### config.mk
export PLATFORM = sky130hd
export DESIGN_NAME = lsu_lane_align
export DESIGN_NICKNAME = d
export VERILOG_FILES = /design/src/rtl/lsa_pkg.sv /design/src/rtl/lsa_addr_gen.sv /design/src/rtl/lsa_store_lanes.sv /design/src/rtl/lsa_load_extract.sv /design/src/rtl/lsu_lane_align.sv
export SDC_FILE = /design/constraint.sdc
export NUM_CORES = 1
export LEC_CHECK = 0
export ABC_CLOCK_PERIOD_IN_PS = 2800
export BUFFER_PORTS_ARGS = -buffer_cell sky130_fd_sc_hd__buf_2
export CAP_MARGIN = 20
export CORE_MARGIN = 3
export CORE_UTILIZATION = 45
export CTS_CLUSTER_SIZE = 24
export DETAILED_ROUTE_END_ITERATION = 7
export HOLD_SLACK_MARGIN = 0.15
export PLACE_DENSITY = 0.78
export SYNTH_ARGS = -nofsm -noshare
export SYNTH_HDL_FRONTEND = slang
export SYNTH_SLANG_ARGS = --single-unit
### constraint.sdc
create_clock -name clk -period 2.8 [get_ports clk]
set_clock_uncertainty 0.2 [all_clocks]
set_input_delay 0.56 -clock clk [delete_from_list [all_inputs] [get_ports clk]]
set_output_delay 0.56 -clock clk [all_outputs]
set_load 0.05 [all_outputs]
### src/rtl/lsa_pkg.sv
`timescale 1ns/1ps
package lsa_pkg;
  typedef enum logic [1:0] {
    SZ_BYTE = 2'b00,
    SZ_HALF = 2'b01,
    SZ_WORD = 2'b10,
    SZ_WALT = 2'b11
  } size_e;
endpackage

### src/rtl/lsa_addr_gen.sv
`timescale 1ns/1ps
module lsa_addr_gen #(
  parameter int AW     = 32,
  parameter int DISP_W = 16
) (
  input  logic [AW-1:0]     base,
  input  logic [DISP_W-1:0] disp,
  output logic [AW-1:0]     ea
);
  localparam int EXT_W = AW - DISP_W;
  logic [AW-1:0] disp_ext;
  assign disp_ext = {{EXT_W{disp[DISP_W-1]}}, disp};
  assign ea = base + disp_ext;
endmodule

### src/rtl/lsa_store_lanes.sv
`timescale 1ns/1ps
module lsa_store_lanes
  import lsa_pkg::*;
#(
  parameter int DW = 32
) (
  input  size_e                         size,
  input  logic [$clog2(DW/8)-1:0]       off,
  input  logic [DW-1:0]                 data,
  output logic [DW/8-1:0]               be,
  output logic [DW-1:0]                 wdata,
  output logic                          mis
);
  localparam int NLANE = DW / 8;
  localparam int OFF_W = $clog2(NLANE);

  logic [DW-1:0]    rep_b, rep_h;
  logic [NLANE-1:0] be_b, be_h;

  for (genvar i = 0; i < NLANE; i++) begin : g_lane
    assign rep_b[8*i +: 8] = data[7:0];
    assign rep_h[8*i +: 8] = data[8*(i%2) +: 8];
  end

  assign be_b = {{(NLANE-1){1'b0}}, 1'b1} << off;
  assign be_h = {{(NLANE-2){1'b0}}, 2'b11} << {off[OFF_W-1:1], 1'b0};

  always_comb begin
    unique case (size)
      SZ_BYTE: begin be = be_b; wdata = rep_b; mis = 1'b0; end
      SZ_HALF: begin be = be_h; wdata = rep_h; mis = off[0]; end
      default: begin be = '1;   wdata = data;  mis = (off != '0); end
    endcase
  end
endmodule

### src/rtl/lsa_load_extract.sv
`timescale 1ns/1ps
module lsa_load_extract
  import lsa_pkg::*;
#(
  parameter int DW = 32
) (
  input  size_e                   size,
  input  logic [$clog2(DW/8)-1:0] off,
  input  logic                    uns,
  input  logic [DW-1:0]           rdata,
  output logic [DW-1:0]           result
);
  localparam int OFF_W = $clog2(DW/8);

  logic [DW-1:0] sh_b, sh_h;
  logic [7:0]    b;
  logic [15:0]   h;

  assign sh_b = rdata >> {off, 3'b000};
  assign sh_h = rdata >> {off[OFF_W-1:1], 4'b0000};
  assign b    = sh_b[7:0];
  assign h    = sh_h[15:0];

  always_comb begin
    unique case (size)
      SZ_BYTE: result = {{(DW-8){~uns & b[7]}}, b};
      SZ_HALF: result = {{(DW-16){~uns & h[15]}}, h};
      default: result = rdata;
    endcase
  end
endmodule

### src/rtl/lsu_lane_align.sv
`timescale 1ns/1ps
module lsu_lane_align
  import lsa_pkg::*;
#(
  parameter int AW     = 32,
  parameter int DW     = 32,
  parameter int DISP_W = 16
) (
  input  logic                          clk,
  input  logic                          rst_n,
  input  logic                          req_valid,
  output logic                          req_ready,
  input  logic                          req_store,
  input  logic [1:0]                    req_size,
  input  logic                          req_unsigned,
  input  logic [AW-1:0]                 req_base,
  input  logic [DISP_W-1:0]             req_disp,
  input  logic [DW-1:0]                 req_wdata,
  output logic                          mem_valid,
  input  logic                          mem_ready,
  output logic [AW-$clog2(DW/8)-1:0]    mem_addr,
  output logic                          mem_we,
  output logic [DW/8-1:0]               mem_be,
  output logic [DW-1:0]                 mem_wdata,
  output logic                          misalign,
  input  logic                          rsp_valid,
  input  logic [DW-1:0]                 rsp_rdata,
  output logic                          ld_valid,
  output logic [DW-1:0]                 ld_data
);
  localparam int NLANE = DW / 8;
  localparam int OFF_W = $clog2(NLANE);
  localparam int WA_W  = AW - OFF_W;

  size_e             size_in;
  logic [AW-1:0]     ea;
  logic [OFF_W-1:0]  off;
  logic [NLANE-1:0]  be_c;
  logic [DW-1:0]     wd_c;
  logic              mis_c;
  logic              accept;

  // output stage
  logic              v_q, we_q, mis_q;
  logic [WA_W-1:0]   addr_q;
  logic [NLANE-1:0]  be_q;
  logic [DW-1:0]     wd_q;
  logic [OFF_W-1:0]  off_q;
  size_e             size_q;
  logic              uns_q;

  // context of last load accepted by memory
  logic [OFF_W-1:0]  ctx_off;
  size_e             ctx_size;
  logic              ctx_uns;

  assign size_in = size_e'(req_size);

  lsa_addr_gen #(.AW(AW), .DISP_W(DISP_W)) u_addr (
    .base (req_base),
    .disp (req_disp),
    .ea   (ea)
  );

  assign off = ea[OFF_W-1:0];

  lsa_store_lanes #(.DW(DW)) u_lanes (
    .size  (size_in),
    .off   (off),
    .data  (req_wdata),
    .be    (be_c),
    .wdata (wd_c),
    .mis   (mis_c)
  );

  assign req_ready = !v_q || mem_ready;
  assign accept    = req_valid && req_ready;

  always_ff @(posedge clk or negedge rst_n) begin
    if (!rst_n) begin
      v_q    <= 1'b0;
      mis_q  <= 1'b0;
      we_q   <= 1'b0;
      addr_q <= '0;
      be_q   <= '0;
      wd_q   <= '0;
      off_q  <= '0;
      size_q <= SZ_WORD;
      uns_q  <= 1'b0;
    end else begin
      mis_q <= accept && mis_c;
      if (req_ready) begin
        v_q <= accept && !mis_c;
        if (accept && !mis_c) begin
          we_q   <= req_store;
          addr_q <= ea[AW-1:OFF_W];
          be_q   <= be_c;
          wd_q   <= req_store ? wd_c : '0;
          off_q  <= off;
          size_q <= size_in;
          uns_q  <= req_unsigned;
        end
      end
    end
  end

  always_ff @(posedge clk or negedge rst_n) begin
    if (!rst_n) begin
      ctx_off  <= '0;
      ctx_size <= SZ_WORD;
      ctx_uns  <= 1'b0;
    end else if (v_q && mem_ready && !we_q) begin
      ctx_off  <= off_q;
      ctx_size <= size_q;
      ctx_uns  <= uns_q;
    end
  end

  assign mem_valid = v_q;
  assign mem_addr  = addr_q;
  assign mem_we    = we_q;
  assign mem_be    = be_q;
  assign mem_wdata = wd_q;
  assign misalign  = mis_q;

  lsa_load_extract #(.DW(DW)) u_extract (
    .size   (ctx_size),
    .off    (ctx_off),
    .uns    (ctx_uns),
    .rdata  (rsp_rdata),
    .result (ld_data)
  );

  assign ld_valid = rsp_valid;
endmodule

==> summary.md, run 1 <==
| Metric | Value |
|---|---|
| Outcome | finished with violations |
| Failing checks | setup timing |
| ANT cells | 0 |
| Initial DRC Count | 481 |
| # rows | 40 |
| I/O Buffers | 221 |
| Final Hold Fails | 0 |
| Sw Share | 53.2% |
| Final Slew Violations | 0 |
| RSZ-0062 raised after global routing | yes |
| Die Height | 119 um |
| Required @ worst endpoint | 2.04 ns |
| Setup Crit Path Kind | reg -> out |
| Sequential Power Share | 20.5% |
| Yosys warning count | 0 |
| Clock-pin transition on the worst setup and hold timing paths | 0.06 ns |
| P_leak | 4.33 nW |
| Most common cell in the netlist | nand2_1 |
| WHS | 0.234 ns |
| Clock power frac | 15.0% |
| Antenna violations before repair | 0 |
| Critical path, cell by cell | mux2_4 -> o21ai_4 -> nor4_4 -> buf_4 -> or2_4 -> a21o_2 -> buf_6 |
| CTS H-tree depth | 3 |
| Slowest-stage cell, CP | dfrtp_2 |
| Syn_nets | 862 |
| WL final | 18,800 um |
| Peak supply drop | 0.356 mV |
| DR WL/cell | 16.3 um |
| Root Driver | clkbuf_16 |
| EDFF count, synth | 0 |
| Top Ports | 224 |
| Worst skew pair latency | 0.34 ns |
| Total of max-cap violations | 0 |
| DRC viols | 0 |
| Worst slew pin tran | 0.576 ns |
| PD cells | 1010 nW/um^2 |
| Slew headroom | 61.6% |
| Largest net degree at the start of global routing | 45 |
| Commonest cells post-synth | 150 x nand2_1, 77 x dfrtp_1, 54 x o21ai_0, 45 x a21oi_1, 45 x nand3_1 |
| Die area | 14,200 sq um |
| Via count | 6,435 |
| Fraction of registers with async set or reset after synthesis | 100% |
| Core area | 12,300 sq um |
| Combinational Power Share | 64.5% |
| Fill cells | 1,006 |
| Yosys cell types | 56 |
| Fin crit share | 103% |
| Hold WC Path Type | in -> reg |
| Critical Path AT | 2.14 ns |
| Final setup vio count | 17 |
| Number of global-route vias before repair | 6,148 |
| Clock Sinks | 79 |
| Clk buf depth | 2 |
| Startpoint Class | register |
| CTS tree | built |
| Prevailing post-synth register cell | dfrtp_1 |
| Pre-antenna DRT Iters | 6 |
| Initial Util | 46.9% |
| Fin cells | 1,159 |
| Worst Setup End Kind | output pin |
| Core Util, Final | 66.5% |
| Antenna Nets Post-Route | 0 |
| Post-Synthesis Cells | 709 |
| Chip width | 119 um |
| Gp weighted congestion | 0.918 |
| Gr usage total | 25.8% |
| Number of buffers created by CTS | 9 |
| First-pass GRT wire length | 30,200 um |
| Area grow syn2layout | 41.9% |
| Sequential area share after synthesis | 34.4% |
| Vias per inst | 5.55 |
| Final min period | 2.90 ns |
| CP max FO | 8 |
| Yosys reg bits | 79 |
| Delay of the slowest critical-path stage | 0.47 ns |
| Gr ovfl total | 0 |
| Post-DP HPWL | 14,500 um |
| Fin worst setup slack | -0.0969 ns |
| Syn Area/Cell | 8.11 sq um |
| Layout cells sized above 1 | 38.7% |
| Synthesized area | 5750 sq um |
| Area share of the largest cell type after synthesis | 33.5% |
| Synth area leader | dfrtp_1 |
| P_int | 0.00386 W |
| Nets@finish | 1,139 |
| Cells after DPL | 1,139 |
| Max Fclk | 0.345 GHz |
| Top post-synthesis cells by area | dfrtp_1 34%, nand2_1 9.8%, ha_1 6.7% |
| Psw | 0.00440 W |
[worst max-delay path, delay by kind of cell (launching register included)]
family,cells,cell delay [ns]
compound gates,2,0.37
buf+inv,2,0.28
flops,1,0.47
mux,1,0.33
simple gates,2,0.33
[path summary, 6_finish.rpt]
kind | from | to | slack (ns) | cells past startpoint
max in group asynchronous | rst_n | ctx_size[1] | 1.21 | 3
min in group asynchronous | rst_n | mem_wdata[18] | 0.52 | 2
worst min-delay path | req_unsigned | uns_q | 0.23 | 3
worst min register to register | mem_wdata[22] | mem_wdata[22] | 0.26 | 2
worst max-delay path | ctx_off[1] | ld_data[30] | -0.1 | 7
worst max register to register | mem_valid | mem_addr[25] | 0.93 | 7
[placed cells by master, fill, tap and decap left out, types with 8 or more instances in the layout]
cell / synthesis / layout
a31oi_1: 9 / 9
buf_6: 1 / 16
mux2_2: 22 / 21
xnor2_1: 12 / 12
o21ai_0: 54 / 52
o22a_1: 8 / 8
ha_1: 31 / 31
dfrtp_1: 77 / 76
a21o_2: 0 / 8
a221o_1: 10 / 10
a21oi_1: 45 / 44
a21o_1: 35 / 27
buf_4: 2 / 98
buf_2: 1 / 196
inv_1: 11 / 11
nand3_1: 45 / 44
mux2i_1: 11 / 10
xor2_1: 12 / 12
nor2_1: 34 / 33
clkbuf_16: 0 / 9
nand2_1: 150 / 150
nand4_1: 10 / 10
[cell families (layout without fill, tap and decap cells)]
group / count (synthesis) / count (layout) / share of synthesized area, %
xor+xnor: 24 / 24 / 3.66
compound gates: 198 / 198 / 22.4
buf+inv: 63 / 344 / 4.55
flops: 79 / 79 / 34.4
simple gates: 280 / 281 / 21.6
mux: 33 / 33 / 6.23
fa+ha+maj: 32 / 32 / 7.10
[final cells by class]
cell class                 instances  area (sq um)  share of cell area [%]
multi-input combinational        568          3650                    44.7
sequential                        79          1980                    24.3
timing repair buffer             317          1960                    24.1
clock buffer                       9           225                    2.76
tap                              168           210                    2.58
clock inverter                     7          86.3                    1.06
inverter                          11          41.3                   0.506
[routing by layer]
metal	vias to the layer above	share of wire [%]	track usage [%]
li1	3097	-	-
met1	2973	40	31.4
met2	297	49	44.7
met3	68	6.3	3.32
met4	0	5.0	13.3
met5	-	0	0
[power groups by stage]
stage	Clock, W	Sequential [W]	Combinational [W]
floorplan	0	0.00262	0.00266
global placement	0	0.00168	0.00483
detailed placement	0	0.00169	0.00488
CTS	0.00125	0.00168	0.00524
global route	0.00131	0.00174	0.00561
finish	0.00124	0.00170	0.00533
[registers in the layout, summed over array words and instances (netlist names)]
name and flops:
ctx_uns 1, mem_wdata 32, mem_valid 1, uns_q 1
mem_addr 30, off_q 2, ctx_size 2, mem_we 1
ctx_off 2, size_q 2, mem_be 4, misalign 1
[what timing repair did]
item                                   CTS  global route
gates cloned                             1             0
setup buffers                            2             0
setup endpoints to repair               21            36
hold buffers                             1             0
resized for setup                       44            15
endpoints found under the hold margin   35             0
pin swaps                                2             5
[per-stage QoR]
stage | power, W | TNS (ns) | setup slack (ns) | instance area, sq um
finish | 0.00826 | -0.877 | -0.0969 | 8160
global placement | 0.00652 | -1.14 | -0.205 | 7620
floorplan | 0.00528 | -0.0709 | -0.0323 | 5800
CTS | 0.00817 | -0.0829 | -0.0307 | 8090
global route | 0.00865 | -2.67 | -0.153 | 8160
detailed placement | 0.00657 | -1.88 | -0.314 | 7620
(Power assumes the default switching activity.)
==> run 2: changes to the inputs <==
- SKIP_LAST_GASP: default -> 1
==> run 2 against run 1 <==
Effect of this change:
- the flow still finishes with violations (setup timing)
- sequential cell count did not move
- combinational power is essentially flat
- count of clock-buffer cells in the layout unchanged
- setup slack improved by 0.0033 ns
- largest power group unchanged
- highest routed layer unchanged
==> summary.md, run 2 (synthesis gave the netlist of run 1 again) <==
| Metric | Value |
|---|---|
| Via count | 6,453 |
| Die Height | 119 um |
| Initial DRC Count | 450 |
| Total of max-cap violations | 0 |
| Vias per inst | 5.57 |
| Pre-CTS setup slack | -0.314 ns |
| First-pass GRT wire length | 30,100 um |
| Fin crit share | 103% |
| Area grow syn2layout | 41.9% |
| Clock-pin transition on the worst setup and hold timing paths | 0.06 ns |
| ANT cells | 0 |
| Nets@finish | 1,139 |
| Clk buf depth | 2 |
| Worst Setup End Kind | output pin |
| Top Ports | 224 |
| Crit. Startpoint | ctx_off[1] |
| Slew headroom | 62.5% |
| Number of global-route vias before repair | 6,166 |
| Post-DP HPWL | 14,500 um |
| Gr usage total | 25.8% |
| Max Fclk | 0.346 GHz |
| Antenna Nets Post-Route | 0 |
| Pre-antenna DRT Iters | 6 |
| TNS Setup | -0.792 ns |
| CTS tree | built |
| Fin cells | 1,159 |
| Worst skew pair latency | 0.34 ns |
| Gr ovfl total | 0 |
| Worst slew pin tran | 0.562 ns |
| Startpoint Class | register |
| Worst reg-to-reg setup slack | 0.93 ns |
| Commonest non-fill, non-tap cell in the layout | buf_2 |
| CP Capture Point | ld_data[30] |
| Initial Util | 46.9% |
| Core Util, Final | 66.5% |
| Required @ worst endpoint | 2.04 ns |
| Final min period | 2.89 ns |
| CTS H-tree depth | 3 |
| RSZ-0062 raised after global routing | yes |
| DR WL/cell | 16.2 um |
| P_leak | 4.33 nW |
| CP max FO | 8 |
| I/O Buffers | 221 |
| R2r endpoint | mem_addr[25] |
| Outcome | finished with violations |
| Clock Sinks | 79 |
| Critical Path AT | 2.13 ns |
| R2r worst-path depth | 7 |
| Chip width | 119 um |
| Root Driver | clkbuf_16 |
| Final setup vio count | 17 |
| Peak supply drop | 0.420 mV |
| Core area | 12,300 sq um |
| Most frequent cells in the layout | 196 x buf_2, 150 x nand2_1, 98 x buf_4 |
| Failing checks | setup timing |
| PD cells | 1010 nW/um^2 |
| Hold WC Path Type | in -> reg |
| Die area | 14,200 sq um |
| Final Slew Violations | 0 |
| Largest net degree at the start of global routing | 45 |
| Setup Crit Path Kind | reg -> out |
| Layout cells sized above 1 | 38.7% |
| Fin worst setup slack | -0.0936 ns |
| DRC viols | 0 |
| Max FFs per register | 32 |
| Number of buffers created by CTS | 9 |
| Final Hold Fails | 0 |
| R2r startpoint | mem_valid |
| Antenna violations before repair | 0 |
| WL final | 18,700 um |
| # rows | 40 |
| Cells after DPL | 1,139 |
| Gp weighted congestion | 0.918 |
[run 2: what timing repair did]
action | CTS | global route
gates cloned | 1 | 0
gates resized for setup | 43 | 15
pin swaps | 2 | 5
hold endpoints to repair | 35 | 0
endpoints found under the setup margin | 21 | 36
buffers inserted | 2 | 0
hold buffers | 1 | 0
[run 2: through the flow]
stage | power [W] | hold slack, ns | area [sq um]
4_1_cts | 0.00816 | 0.232 | 8090
2_1_floorplan | 0.00528 | 0.0644 | 5800
3_3_place_gp | 0.00652 | 0.245 | 7620
5_1_grt | 0.00865 | 0.250 | 8160
6_report | 0.00825 | 0.234 | 8160
3_5_place_dp | 0.00657 | 0.251 | 7620
[run 2: layer usage]
layer	vias up	track usage [%]	wire length [um]
li1	3100	-	-
met1	2975	31.4	7390
met2	309	44.5	9160
met3	69	3.18	1240
met4	0	13.4	944
met5	-	0	0
[run 2: area by class of cell]
class | instances | area [sq um]
multi-input combinational | 568 | 3650
timing repair buffer | 317 | 1960
clock inverter | 7 | 86.3
tap | 168 | 210
clock buffer | 9 | 225
sequential | 79 | 1980
inverter | 11 | 41.3
fill | 1011 | 4100
[run 2: worst min-delay path by stage]
stage | startpoint | endpoint | slack, ns | cells after the start
global placement | mem_wdata[22] | mem_wdata[22] | 0.24 | 2
detailed placement | mem_wdata[22] | mem_wdata[22] | 0.25 | 2
finish | req_unsigned | uns_q | 0.23 | 3
global route | req_unsigned | uns_q | 0.25 | 3
CTS | req_unsigned | uns_q | 0.23 | 3
floorplan | rst_n | ctx_off[0] | 0.06 | 0
[run 2: critical path, cell delays in order, from the launching register on]
cell     delay (ns)
dfrtp_2        0.47
mux2_4         0.33
o21ai_4        0.15
nor4_4         0.06
buf_4          0.13
or2_4          0.27
a21o_2         0.23
buf_6          0.15
[run 2: where the power goes]
group          leakage [nW]  internal, W  total (W)  switching (W)
Combinational          3.18      0.00167    0.00532        0.00365
Clock                 0.151     0.000713    0.00123       0.000520
Sequential            0.991      0.00148    0.00170       0.000220
